==> config.mk <==
export PLATFORM = sky130hd
export DESIGN_NAME = nested_irq_ctrl
export DESIGN_NICKNAME = d
export VERILOG_FILES = /design/src/rtl/irqc_pkg.sv /design/src/rtl/irqc_cfg_bank.sv /design/src/rtl/irqc_arbiter.sv /design/src/rtl/irqc_prio_stack.sv /design/src/rtl/nested_irq_ctrl.sv
export SDC_FILE = /design/constraint.sdc
export NUM_CORES = 1
export LEC_CHECK = 0
export BUFFER_PORTS_ARGS = -buffer_cell sky130_fd_sc_hd__buf_4
export CORE_MARGIN = 2
export CORE_UTILIZATION = 40
export CTS_BUF_LIST = sky130_fd_sc_hd__clkbuf_16
export DETAILED_ROUTE_END_ITERATION = 6
export PLACE_DENSITY_LB_ADDON = 0.2
export SLEW_MARGIN = 10
export SYNTH_ARGS = -nofsm -noshare
export SYNTH_HDL_FRONTEND = slang
export SYNTH_SLANG_ARGS = --single-unit
==> constraint.sdc <==
create_clock -name clk -period 26.6 [get_ports clk]
set_input_delay 2.66 -clock clk [delete_from_list [all_inputs] [get_ports clk]]
set_output_delay 2.66 -clock clk [all_outputs]
set_load 0.02 [all_outputs]
==> src/rtl/irqc_pkg.sv <==
// Shared types for the nested interrupt controller.
// Assumes: only one stack operation per cycle.
package irqc_pkg;
    typedef enum logic [1:0] {
        STK_HOLD = 2'd0,
        STK_PUSH = 2'd1,
        STK_POP  = 2'd2
    } stk_op_e;
endpackage

==> src/rtl/irqc_cfg_bank.sv <==
// Per-input enable and priority registers, written one entry per cycle.
// Assumes: wr_idx < N_IRQ whenever wr_en is high.
module irqc_cfg_bank #(
    parameter int N_IRQ  = 16,
    parameter int PRIO_W = 4,
    parameter int IDX_W  = $clog2(N_IRQ)
) (
    input  logic                    clk,
    input  logic                    rst_n,
    input  logic                    wr_en,
    input  logic [IDX_W-1:0]        wr_idx,
    input  logic                    wr_enable_bit,
    input  logic [PRIO_W-1:0]       wr_prio,
    output logic [N_IRQ-1:0]        en_o,
    output logic [N_IRQ*PRIO_W-1:0] prio_o
);
    for (genvar g = 0; g < N_IRQ; g++) begin : g_entry
        logic              en_q;
        logic [PRIO_W-1:0] prio_q;

        // Load this entry when the write port selects it.
        always_ff @(posedge clk) begin
            if (!rst_n) begin
                en_q   <= 1'b0;
                prio_q <= '0;
            end else if (wr_en && (wr_idx == IDX_W'(g))) begin
                en_q   <= wr_enable_bit;
                prio_q <= wr_prio;
            end
        end

        assign en_o[g]                   = en_q;
        assign prio_o[g*PRIO_W +: PRIO_W] = prio_q;
    end
endmodule

==> src/rtl/irqc_arbiter.sv <==
// Combinational selection of the most urgent asserted and enabled input.
// Assumes: a larger priority value is more urgent; on a tie the lower index wins.
module irqc_arbiter #(
    parameter int N_IRQ  = 16,
    parameter int PRIO_W = 4,
    parameter int IDX_W  = $clog2(N_IRQ)
) (
    input  logic [N_IRQ-1:0]        req_i,
    input  logic [N_IRQ-1:0]        en_i,
    input  logic [N_IRQ*PRIO_W-1:0] prio_i,
    output logic                    win_valid_o,
    output logic [IDX_W-1:0]        win_idx_o,
    output logic [PRIO_W-1:0]       win_prio_o
);
    logic [N_IRQ-1:0] elig;

    // An input competes only when it is requesting and enabled.
    always_comb elig = req_i & en_i;

    // Linear scan: a later entry replaces the best only when strictly more urgent.
    always_comb begin
        win_valid_o = 1'b0;
        win_idx_o   = '0;
        win_prio_o  = '0;
        for (int i = 0; i < N_IRQ; i++) begin
            if (elig[i] && (!win_valid_o || (prio_i[i*PRIO_W +: PRIO_W] > win_prio_o))) begin
                win_valid_o = 1'b1;
                win_idx_o   = IDX_W'(i);
                win_prio_o  = prio_i[i*PRIO_W +: PRIO_W];
            end
        end
    end
endmodule

==> src/rtl/irqc_prio_stack.sv <==
// LIFO of saved operating priorities with sticky overflow and underflow flags.
// Assumes: DEPTH >= 2; a push onto a full stack or a pop from an empty one is dropped.
module irqc_prio_stack
    import irqc_pkg::*;
#(
    parameter int DEPTH  = 15,
    parameter int PRIO_W = 4
) (
    input  logic              clk,
    input  logic              rst_n,
    input  stk_op_e           op_i,
    input  logic [PRIO_W-1:0] push_val_i,
    output logic [PRIO_W-1:0] top_o,
    output logic              empty_o,
    output logic              ovf_o,
    output logic              unf_o
);
    localparam int CNT_W  = $clog2(DEPTH + 1);
    localparam int ADDR_W = $clog2(DEPTH);

    logic [PRIO_W-1:0] mem [DEPTH];
    logic [CNT_W-1:0]  cnt_q;
    logic [CNT_W-1:0]  top_idx;
    logic              full;

    // Occupancy decode and read address of the newest entry.
    always_comb begin
        empty_o = (cnt_q == '0);
        full    = (cnt_q == CNT_W'(DEPTH));
        top_idx = cnt_q - 1'b1;
        top_o   = empty_o ? '0 : mem[top_idx[ADDR_W-1:0]];
    end

    // Entry storage: written only on a push that fits.
    always_ff @(posedge clk) begin
        if (rst_n && (op_i == STK_PUSH) && !full) begin
            mem[cnt_q[ADDR_W-1:0]] <= push_val_i;
        end
    end

    // Depth counter and sticky error flags.
    always_ff @(posedge clk) begin
        if (!rst_n) begin
            cnt_q <= '0;
            ovf_o <= 1'b0;
            unf_o <= 1'b0;
        end else begin
            unique case (op_i)
                STK_PUSH: if (full)    ovf_o <= 1'b1; else cnt_q <= cnt_q + 1'b1;
                STK_POP:  if (empty_o) unf_o <= 1'b1; else cnt_q <= cnt_q - 1'b1;
                default:  ;
            endcase
        end
    end
endmodule

==> src/rtl/nested_irq_ctrl.sv <==
// Nested priority interrupt controller: arbitrates enabled requests and
// raises the processor interrupt only above the current operating priority.
// An acknowledge raises that priority and saves the old one; an
// end-of-interrupt restores it.
// Assumes: the processor holds ack_i for one cycle per accepted interrupt.
module nested_irq_ctrl
    import irqc_pkg::*;
#(
    parameter int N_IRQ     = 16,
    parameter int PRIO_W    = 4,
    parameter int STK_DEPTH = 15,
    parameter int IDX_W     = $clog2(N_IRQ)
) (
    input  logic              clk,
    input  logic              rst_n,
    input  logic [N_IRQ-1:0]  irq_req_i,
    input  logic              cfg_we,
    input  logic [IDX_W-1:0]  cfg_idx,
    input  logic              cfg_en,
    input  logic [PRIO_W-1:0] cfg_prio,
    input  logic              ack_i,
    input  logic              eoi_i,
    output logic              irq_o,
    output logic [IDX_W-1:0]  vector_o,
    output logic [PRIO_W-1:0] cur_prio_o,
    output logic              underflow_o,
    output logic              overflow_o
);
    logic [N_IRQ-1:0]        en_vec;
    logic [N_IRQ*PRIO_W-1:0] prio_vec;
    logic                    win_valid;
    logic [IDX_W-1:0]        win_idx;
    logic [PRIO_W-1:0]       win_prio;
    logic                    win_gt;
    logic                    ack_take;
    stk_op_e                 stk_op;
    logic [PRIO_W-1:0]       stk_top;
    logic                    stk_empty;
    logic [PRIO_W-1:0]       prio_next;
    logic                    irq_q;
    logic [IDX_W-1:0]        vec_q;
    logic [PRIO_W-1:0]       cur_q;

    irqc_cfg_bank #(.N_IRQ(N_IRQ), .PRIO_W(PRIO_W), .IDX_W(IDX_W)) u_cfg (
        .clk           (clk),
        .rst_n         (rst_n),
        .wr_en         (cfg_we),
        .wr_idx        (cfg_idx),
        .wr_enable_bit (cfg_en),
        .wr_prio       (cfg_prio),
        .en_o          (en_vec),
        .prio_o        (prio_vec)
    );

    irqc_arbiter #(.N_IRQ(N_IRQ), .PRIO_W(PRIO_W), .IDX_W(IDX_W)) u_arb (
        .req_i       (irq_req_i),
        .en_i        (en_vec),
        .prio_i      (prio_vec),
        .win_valid_o (win_valid),
        .win_idx_o   (win_idx),
        .win_prio_o  (win_prio)
    );

    irqc_prio_stack #(.DEPTH(STK_DEPTH), .PRIO_W(PRIO_W)) u_stk (
        .clk        (clk),
        .rst_n      (rst_n),
        .op_i       (stk_op),
        .push_val_i (cur_q),
        .top_o      (stk_top),
        .empty_o    (stk_empty),
        .ovf_o      (overflow_o),
        .unf_o      (underflow_o)
    );

    // Accept decision, stack operation and next operating priority.
    always_comb begin
        win_gt   = win_valid && (win_prio > cur_q);
        ack_take = ack_i && irq_q && win_gt;
        if (ack_take) begin
            stk_op    = STK_PUSH;
            prio_next = win_prio;
        end else if (eoi_i) begin
            stk_op    = STK_POP;
            prio_next = stk_empty ? '0 : stk_top;
        end else begin
            stk_op    = STK_HOLD;
            prio_next = cur_q;
        end
    end

    // Operating priority, registered interrupt level and captured vector.
    always_ff @(posedge clk) begin
        if (!rst_n) begin
            cur_q <= '0;
            irq_q <= 1'b0;
            vec_q <= '0;
        end else begin
            cur_q <= prio_next;
            irq_q <= win_valid && (win_prio > prio_next);
            if (ack_take) vec_q <= win_idx;
        end
    end

    assign irq_o      = irq_q;
    assign vector_o   = vec_q;
    assign cur_prio_o = cur_q;
endmodule

==> results of run 1 <==
registers in the layout, indices dropped and copies added, names as in the netlist:
signal                cells
cur_prio_o                4
irq_o                     1
u_cfg.g_entry.en_q       16
u_cfg.g_entry.prio_q     64
u_stk.cnt_q               4
u_stk.mem                60
u_stk.ovf_o               1
u_stk.unf_o               1
vector_o                  4
power by group through the flow:
stage,clock network [W],logic (W),registers (W)
finish,0.000250,0.000211,0.000279
global route,0.000263,0.000230,0.000281
CTS,0.000254,0.000177,0.000278
detailed placement,0,0.000174,0.000284
global placement,0,0.000172,0.000284
floorplan,0,0.000114,0.000282
cell families after synthesis:
kind of cell    after synthesis  synth area share, %
simple gates                353                 18.3
compound gates              215                 16.3
fa+ha+maj                    64                 8.45
buf+inv                      93                 3.70
xor+xnor                      5                0.462
flops                       155                 39.1
mux                         113                 13.8
layer usage:
metal | vias up | GRT usage [%]
met1 | 4222 | 29.3
met5 | - | 0
met4 | 0 | 7.38
li1 | 4237 | -
met3 | 59 | 3.20
met2 | 157 | 35.9
critical path: cells and delay by family:
family	cells	cell delay [ns]
adder cells (fa/ha/maj)	17	4.03
AO/OA/AOI/OAI	64	11.23
AND/OR/NAND/NOR	36	5.23
multiplexers	5	1.25
buffers and inverters	20	2.56
layout make-up:
type                            instances  area [um2]
Timing Repair Buffer                  276        2200
Clock buffer                           17         425
Tap cell                              319         399
Fill cell                            1976        9520
Clock inverter                         15         178
Sequential cell                       155        3700
Inverter                               58         218
Multi-Input combinational cell        750        6760
stage by stage:
step | cells | power [W] | instance area (um2) | hold slack, ns | TNS, ns
final | 1590 | 0.000740 | 13900 | 0.469 | -0.0636
after global routing | 1590 | 0.000773 | 13900 | 0.495 | -55.72
after CTS | 1555 | 0.000709 | 12500 | 0.474 | 0
after detailed placement | 1479 | 0.000457 | 11300 | 0.456 | -69.13
after global placement | 1479 | 0.000455 | 11300 | 0.448 | -23.33
after floorplan | 998 | 0.000396 | 9540 | 0.432 | 0
how the worst max path moves through the flow:
stage	from	to	slack, ns	cells past startpoint
after floorplan	irq_req_i[0]	irq_o	0.05	133
after CTS	irq_req_i[0]	irq_o	0.01	144
after detailed placement	irq_req_i[0]	irq_o	-1.38	135
after global routing	irq_req_i[0]	irq_o	-1.13	142
after global placement	irq_req_i[0]	irq_o	-0.74	134
final	irq_req_i[0]	irq_o	-0.06	142
cell usage in the layout, fill, tap and decap left out, types with 7 or more instances in the layout:
cell type  instances
a211oi_1           7
a21o_1             8
a21oi_1           20
a21oi_2           31
and2_1            10
buf_4            242
buf_6             33
clkbuf_16         17
dfxtp_1           95
edfxtp_1          60
ha_1              34
ha_4              26
inv_1             51
inv_2              7
inv_8              7
mux2_4            10
mux2i_1           85
mux4_2            12
nand2_1           53
nand2b_1           9
nand3_1           12
nand3b_1           7
nand4_1           10
nor2_1           128
nor2_4             7
nor2b_1            7
nor2b_4            7
nor3_1             9
o211ai_1           9
o21a_1            10
o21ai_0           20
o21ai_1            9
or3_1             10
timing repair:
action,in CTS,in global routing
setup endpoints to repair,75,75
setup buffers,44,44
pin swaps,24,129
resized for setup,46,240
hold endpoints to repair,0,0
==> impl_metrics.toml, run 1 <==
[yosys]
yosysSeqAreaShare_pct = 39.1
synth_ff_type = "dfxtp_1"
synth_edf_count = 60
avgSynthCellArea_um2 = 9.50
synth_nets = 1092
synth.top_cell.area_share_pct = 20.1
synthTopCellsByArea = "dfxtp_1, edfxtp_1, mux2i_1, ha_1, nor2_1"
synthArstFlopShare_pct = 0
synth_cell_types = 82
synth_common_cells = "nor2_1, dfxtp_1, mux2i_1, ha_1, nand2_1"
synth_cells = 998
yosysMostFrequentCell = "nor2_1"
yosysWarningCount = 0
synth.largest_area_cell = "dfxtp_1"
synth-seq-cells = 155
synth_area_um2 = 9480

[detailed_routing]
wl_per_cell_um = 17.9
dr.pass1.iters = 5
drc = 0
vias = 8675
avgViaCountPerCell = 5.46
drt_iter0_markers = 452
routed_wl_um = 28500
highest_layer = "met4"
met1_length_um = 13200
ant_nets = 0
met3_length_um = 847
dr_wl_met2_um = 13800

[power]
netSwitchingPower_w = 0.000254
p_seq_share_pct = 37.8
power.density_nw_per_um2 = 53.3
vdd_drop_max_mv = 0.0450
leakage_nw = 5.47
p_int_w = 0.000486
swShare_pct = 34.3
pwr-share-clk_pct = 33.7
power_frac_comb_pct = 28.5

[run_status]
outcome = "finished with violations"
violations = "negative setup slack"

[layout]
diodes = 0
drive_above_1_share_pct = 42.3
nets = 1352
final_util_pct = 59.3
syn_to_final_growth_pct = 46.5

[critical_path]
critPathMostFrequentCell = "a21oi_2"
critPathLaunchType = "input pin"
slowest_delay_ns = 0.56
critPathRequiredTime_ns = 26.97
worstSetupPathType = "input pin to flip-flop"
arrival_ns = 27.04
crit_fanout = 7
cp_slowest_cell = "or4b_4"
end_kind = "flip-flop"
r2r-start = "u_cfg.g_entry[0].en_q"
r2r_slack_ns = 1.74
worstRegToRegCells = 142
r2r-end = "irq_o"

[timing]
max_freq_mhz = 37.5
drv_slew = 0
slew_headroom_pct = 31.8
period_share_pct = 100
timing.final.ws_setup_ns = -0.0636
worstMarginPinSlew_ns = 1.02
finalCriticalPeriod_ns = 26.66
fin_skew_ns = 0.0234
setup_viol = 1
rsz0062_at_grt = "yes"
hold_viol = 0

[placement]
post-place-ws_ns = -1.38
portBuffers = 40
dp_hpwl_um = 18500
place_congestion = 0.888

[clocking]
htree_levels = 4
clockRootBuffer = "clkbuf_16"
cts_tree = "built"
cts_hold_buf = 0
clock_path_buffers = 2
clk_pin_slew_worst_paths_ns = 0.08
clock_sinks = 155
numCtsBuffers = 17
clock_latency_ns = 0.45

[global_route]
grtUsageTotal_pct = 21.8
grt.overflow.total = 0
antenna_found_initial = 0
grt_pass1_vias = 8129
grt_max_degree = 89
grt_pass1_wl_um = 42500

[floorplanning]
fp.dieArea_um2 = 24900
die_height_um = 158
rows = 56
start_util_pct = 40.5
io-pin-count = 41
core_area_um2 = 23400
die_w_um = 158

[hold_path]
min_to = "u_stk.unf_o"
hold_depth = 1
hp-class = "flip-flop to flip-flop"
hp-start = "u_stk.unf_o"

[flow_run]
cap_violations = 0
No activity file was read; power rests on OpenSTA's default activity.
==> inputs of run 2 (changes only) <==
--- a/config.mk
+++ b/config.mk
@@ -8,10 +8,12 @@
 export BUFFER_PORTS_ARGS = -buffer_cell sky130_fd_sc_hd__buf_4
 export CORE_MARGIN = 2
 export CORE_UTILIZATION = 40
-export CTS_BUF_LIST = sky130_fd_sc_hd__clkbuf_16
+export CTS_BUF_LIST = sky130_fd_sc_hd__clkbuf_8 sky130_fd_sc_hd__clkbuf_16
 export DETAILED_ROUTE_END_ITERATION = 6
 export PLACE_DENSITY_LB_ADDON = 0.2
+export SKIP_CTS_REPAIR_TIMING = 1
 export SLEW_MARGIN = 10
 export SYNTH_ARGS = -nofsm -noshare
 export SYNTH_HDL_FRONTEND = slang
+export SYNTH_HIERARCHICAL = 1
 export SYNTH_SLANG_ARGS = --single-unit
==> impl_metrics.toml, run 2 <==
[run_status]
outcome = "complete, no violations"

[yosys]
synthTopCellsByArea = "dfxtp_1, edfxtp_1, mux2i_1, ha_1, nand2_1"
synth_ff_type = "dfxtp_1"
synth-seq-cells = 155
synth_edf_count = 60
synthArstFlopShare_pct = 0
synth_cell_types = 97
avgSynthCellArea_um2 = 10.1
synth_cells = 971
synth_area_um2 = 9780
yosysMostFrequentCell = "nand2_1"
synth.largest_area_cell = "dfxtp_1"
yosysSeqAreaShare_pct = 37.9
yosysWarningCount = 6
synth_common_cells = "nand2_1, mux2i_1, dfxtp_1, ha_1, edfxtp_1"
synth.top_cell.area_share_pct = 19.4
synth_nets = 1068

[floorplanning]
die_height_um = 160
rows = 57
fp.dieArea_um2 = 25700
start_util_pct = 40.4
core_area_um2 = 24200
die_w_um = 160
io-pin-count = 41

[layout]
fillCellCount = 2206
final_common_cell = "nand2_1"
largest_reg_flops = 64
register_area_um2 = 3700
top_register = "u_cfg/g_entry.prio_q"
mostFrequentLayoutCells = "nand2_1, buf_4, mux2i_1, dfxtp_1"
diodes = 0
multi_input_area_um2 = 5990
syn_to_final_growth_pct = 21.5
drive_above_1_share_pct = 27.8
nets = 1161
fin_area_um2 = 11900

[flow_run]
cap_violations = 0

[placement]
placed_cell_area_um2 = 10600
dp_hpwl_um = 16800
place_congestion = 0.881
portBuffers = 40

[power]
leakage_nw = 4.55
vdd_drop_max_mv = 0.0382
power.density_nw_per_um2 = 57.5

[timing]
period_share_pct = 94.9
hold_viol = 0
slew_headroom_pct = 33.3
drv_slew = 0
setup_viol = 0
fin_skew_ns = 0.0111
finalCriticalPeriod_ns = 25.25
max_freq_mhz = 39.6
finalSetupTns_ns = 0
worstMarginPinSlew_ns = 0.998

[detailed_routing]
drt_iter0_markers = 494
vias = 7429
wl_per_cell_um = 17.0
dr.pass1.iters = 5
ant_nets = 0
avgViaCountPerCell = 5.30
drc = 0
routed_wl_um = 23800

[critical_path]
critPathLaunchType = "input pin"
worstSetupPathType = "input pin to flip-flop"
slowest_delay_ns = 0.42
path_delay_family = "compound AO/OA/AOI/OAI gates"
end_kind = "flip-flop"
cp_slowest_cell = "or4_4"
crit_fanout = 7
critPathMostFrequentCell = "ha_1"
path_buf_inv = 14
critPathRequiredTime_ns = 26.92
arrival_ns = 25.58

[clocking]
clockRootBuffer = "clkbuf_16"
clk_pin_slew_worst_paths_ns = 0.07
cts_tree = "built"
numCtsBuffers = 17
clock_path_buffers = 2
clock_sinks = 155
htree_levels = 4
clock_latency_ns = 0.44

[global_route]
grt_max_degree = 70
grt.overflow.total = 0
grtUsageTotal_pct = 18.4
grt_pass1_vias = 7139
grt_pass1_wl_um = 37600
antenna_found_initial = 0

[hold_path]
hp-class = "flip-flop to flip-flop"
run 2: layout make-up:
class | count | share of cell area (%)
Clock buffer | 17 | 3.58
Tap cell | 324 | 3.41
Inverter | 54 | 1.71
Clock inverter | 15 | 1.79
Sequential cell | 155 | 31.2
Multi-Input combinational cell | 713 | 50.4
Timing Repair Buffer | 123 | 7.92
run 2: worst register-to-register path: cells and delay by family (launching register included):
kind | cells | cell delay (ns)
buf+inv | 13 | 1.77
fa+ha+maj | 17 | 4.76
compound gates | 60 | 9.41
simple gates | 29 | 3.79
mux | 10 | 3.08
flops | 1 | 0.54
run 2: power by group:
group	total, W	internal (W)	switching (W)
Sequential	0.000265	0.000255	0.0000104
Clock	0.000258	0.000138	0.000119
Combinational	0.000160	0.0000699	0.0000902
Total	0.000683	0.000463	0.000220
run 2: cell families (layout without fill, tap and decap cells):
family	Yosys count	after routing	synth area share, %
AND/OR/NAND/NOR	314	314	15.9
flip-flops	155	155	37.9
adder cells (fa/ha/maj)	67	67	8.57
multiplexers	140	140	16.5
buffers and inverters	103	209	5.45
XOR/XNOR	5	5	0.717
AO/OA/AOI/OAI	187	187	15.0
run 2: stage by stage:
step | setup WS [ns] | hold WS (ns) | total power [W] | instances | utilization, %
after floorplan | 0.485 | 0.434 | 0.000386 | 971 | -
after global placement | -0.253 | 0.439 | 0.000424 | 1347 | 43.9
after detailed placement | -0.402 | 0.447 | 0.000424 | 1347 | 43.9
after CTS | -0.0704 | 0.457 | 0.000684 | 1379 | 46.5
after global routing | -0.115 | 0.486 | 0.000714 | 1401 | 49.2
final | 1.35 | 0.453 | 0.000683 | 1401 | 49.2
run 2: worst paths after layout:
path	cells after the start	end	from	slack (ns)
setup / recovery	130	irq_o	irq_req_i[0]	1.35
hold reg to reg	2	u_cfg/g_entry[10].en_q	u_cfg/g_entry[10].en_q	0.45
hold / removal	2	u_cfg/g_entry[10].en_q	u_cfg/g_entry[10].en_q	0.45
setup reg to reg	129	irq_o	u_cfg/g_entry[0].en_q	3.15
run 2: metal layers:
layer / part of all wire, % / GRT usage, % / vias to the layer above / wire (um)
li1: - / - / 3727 / -
met1: 49 / 26.0 / 3557 / 11700
met2: 46 / 29.8 / 123 / 11000
met3: 3.3 / 3.15 / 22 / 796
met4: 1.1 / 3.85 / 0 / 252
met5: 0 / 0 / - / 0
==> inputs of run 3 (changes only) <==
--- a/config.mk
+++ b/config.mk
@@ -7,10 +7,11 @@
 export LEC_CHECK = 0
 export BUFFER_PORTS_ARGS = -buffer_cell sky130_fd_sc_hd__buf_4
 export CORE_MARGIN = 2
-export CORE_UTILIZATION = 40
+export CORE_UTILIZATION = 45
 export CTS_BUF_LIST = sky130_fd_sc_hd__clkbuf_8 sky130_fd_sc_hd__clkbuf_16
 export DETAILED_ROUTE_END_ITERATION = 6
 export PLACE_DENSITY_LB_ADDON = 0.2
+export SETUP_SLACK_MARGIN = 0.5
 export SKIP_CTS_REPAIR_TIMING = 1
 export SLEW_MARGIN = 10
 export SYNTH_ARGS = -nofsm -noshare
==> impl_metrics.toml, run 3 (synthesis gave the netlist of run 2 again) <==
[layout]
multi_input_area_um2 = 6080
fillCellCount = 1836
top_register = "u_cfg/g_entry.prio_q"
mostFrequentLayoutCells = "nand2_1, buf_4, mux2i_1, dfxtp_1, edfxtp_1"
diodes = 0
final_common_cell = "nand2_1"
register_area_um2 = 3700
syn_to_final_growth_pct = 21.7
largest_reg_flops = 64
nets = 1160
fin_area_um2 = 11900
drive_above_1_share_pct = 29.0

[critical_path]
arrival_ns = 25.41
r2r-start = "u_cfg/g_entry[0].en_q"
crit_fanout = 9
startpoint = "irq_req_i[0]"
slowest_delay_ns = 0.41
critPathRequiredTime_ns = 26.75
cp_slowest_cell = "or4_4"
worstSetupPathType = "input pin to flip-flop"
end_kind = "flip-flop"
critPathLaunchType = "input pin"
critPathMostFrequentCell = "a21oi_2"

[hold_path]
hp-start = "u_cfg/g_entry[10].en_q"
hp-class = "flip-flop to flip-flop"

[clocking]
numCtsBuffers = 17
clock_path_buffers = 2
cts_tree = "built"
htree_levels = 4
clockRootBuffer = "clkbuf_16"
clock_sinks = 155
clock_latency_ns = 0.43
clk_pin_slew_worst_paths_ns = 0.07

[floorplanning]
die_w_um = 151
fp.dieArea_um2 = 22900
die_height_um = 151
start_util_pct = 46.2
core_area_um2 = 21200
io-pin-count = 41
rows = 53

[detailed_routing]
drc = 0
dr.pass1.iters = 5
highest_layer = "met4"
dr_wl_met2_um = 11400
ant_nets = 0
avgViaCountPerCell = 5.55
routed_wl_um = 23700
met1_length_um = 11100
met3_length_um = 826
drt_iter0_markers = 347
wl_per_cell_um = 17.5
vias = 7499

[timing]
worstMarginPinSlew_ns = 0.954
max_freq_mhz = 39.6
rsz0062_at_grt = "no"
setup_viol = 0
finalSetupTns_ns = 0
drv_slew = 0
hold_viol = 0
period_share_pct = 95.0
fin_skew_ns = 0.0144
slew_headroom_pct = 36.3
holdWs_ns = 0.455
finalCriticalPeriod_ns = 25.26

[global_route]
grt_pass1_vias = 7091
grt.overflow.total = 0
grt_max_degree = 64
grt_pass1_wl_um = 36700
grtUsageTotal_pct = 20.5
antenna_found_initial = 0

[power]
power.density_nw_per_um2 = 57.7
leakage_nw = 4.54
vdd_drop_max_mv = 0.0410

[flow_run]
cap_violations = 0

[run_status]
outcome = "complete, no violations"

[placement]
placed_cell_area_um2 = 10400
dp_hpwl_um = 15900
place_congestion = 0.892
portBuffers = 40
-- run 3: worst paths after layout --
path,cells past startpoint,to,slack (ns)
max,131,u_stk/mem[2][1],1.34
min,2,u_cfg/g_entry[10].en_q,0.45
max reg2reg,130,u_stk/mem[2][1],3.16
min reg2reg,2,u_cfg/g_entry[10].en_q,0.45
-- run 3: layer usage --
layer  track usage (%)  vias to the layer above
met5                 0                        -
met4              5.37                        0
li1                  -                     3708
met1              27.9                     3635
met2              33.6                      125
met3              4.07                       31
-- run 3: area by class of cell --
cell class                 instances  area share (%)
multi-input combinational        713            51.1
sequential                       155            31.1
timing repair buffer             122            7.95
clock buffer                      17            3.57
tap                              275            2.89
inverter                          54            1.70
clock inverter                    15            1.66
-- run 3: power breakdown --
| group | leakage [nW] | internal, W | switching (W) | total, W |
|---|---|---|---|---|
| clock network | 0.306 | 0.000152 | 0.000109 | 0.000261 |
| logic | 2.89 | 0.0000711 | 0.0000854 | 0.000157 |
| registers | 1.34 | 0.000255 | 0.0000141 | 0.000269 |
-- run 3: metrics by stage --
step | util (%) | std cells | power (W) | setup slack (ns)
2_1_floorplan | - | 971 | 0.000386 | 0.548
3_3_place_gp | 49.1 | 1275 | 0.000420 | -0.403
3_5_place_dp | 49.1 | 1275 | 0.000421 | -0.582
4_1_cts | 52.0 | 1307 | 0.000682 | -0.218
5_1_grt | 56.3 | 1351 | 0.000716 | 0.0334
6_report | 56.3 | 1351 | 0.000687 | 1.34
-- run 3: worst max-delay path, delay by kind of cell --
kind            cells  cell delay [ns]
mux                 9             2.82
simple gates       32             4.32
buf+inv            15             1.90
fa+ha+maj          16             4.17
compound gates     59             9.52
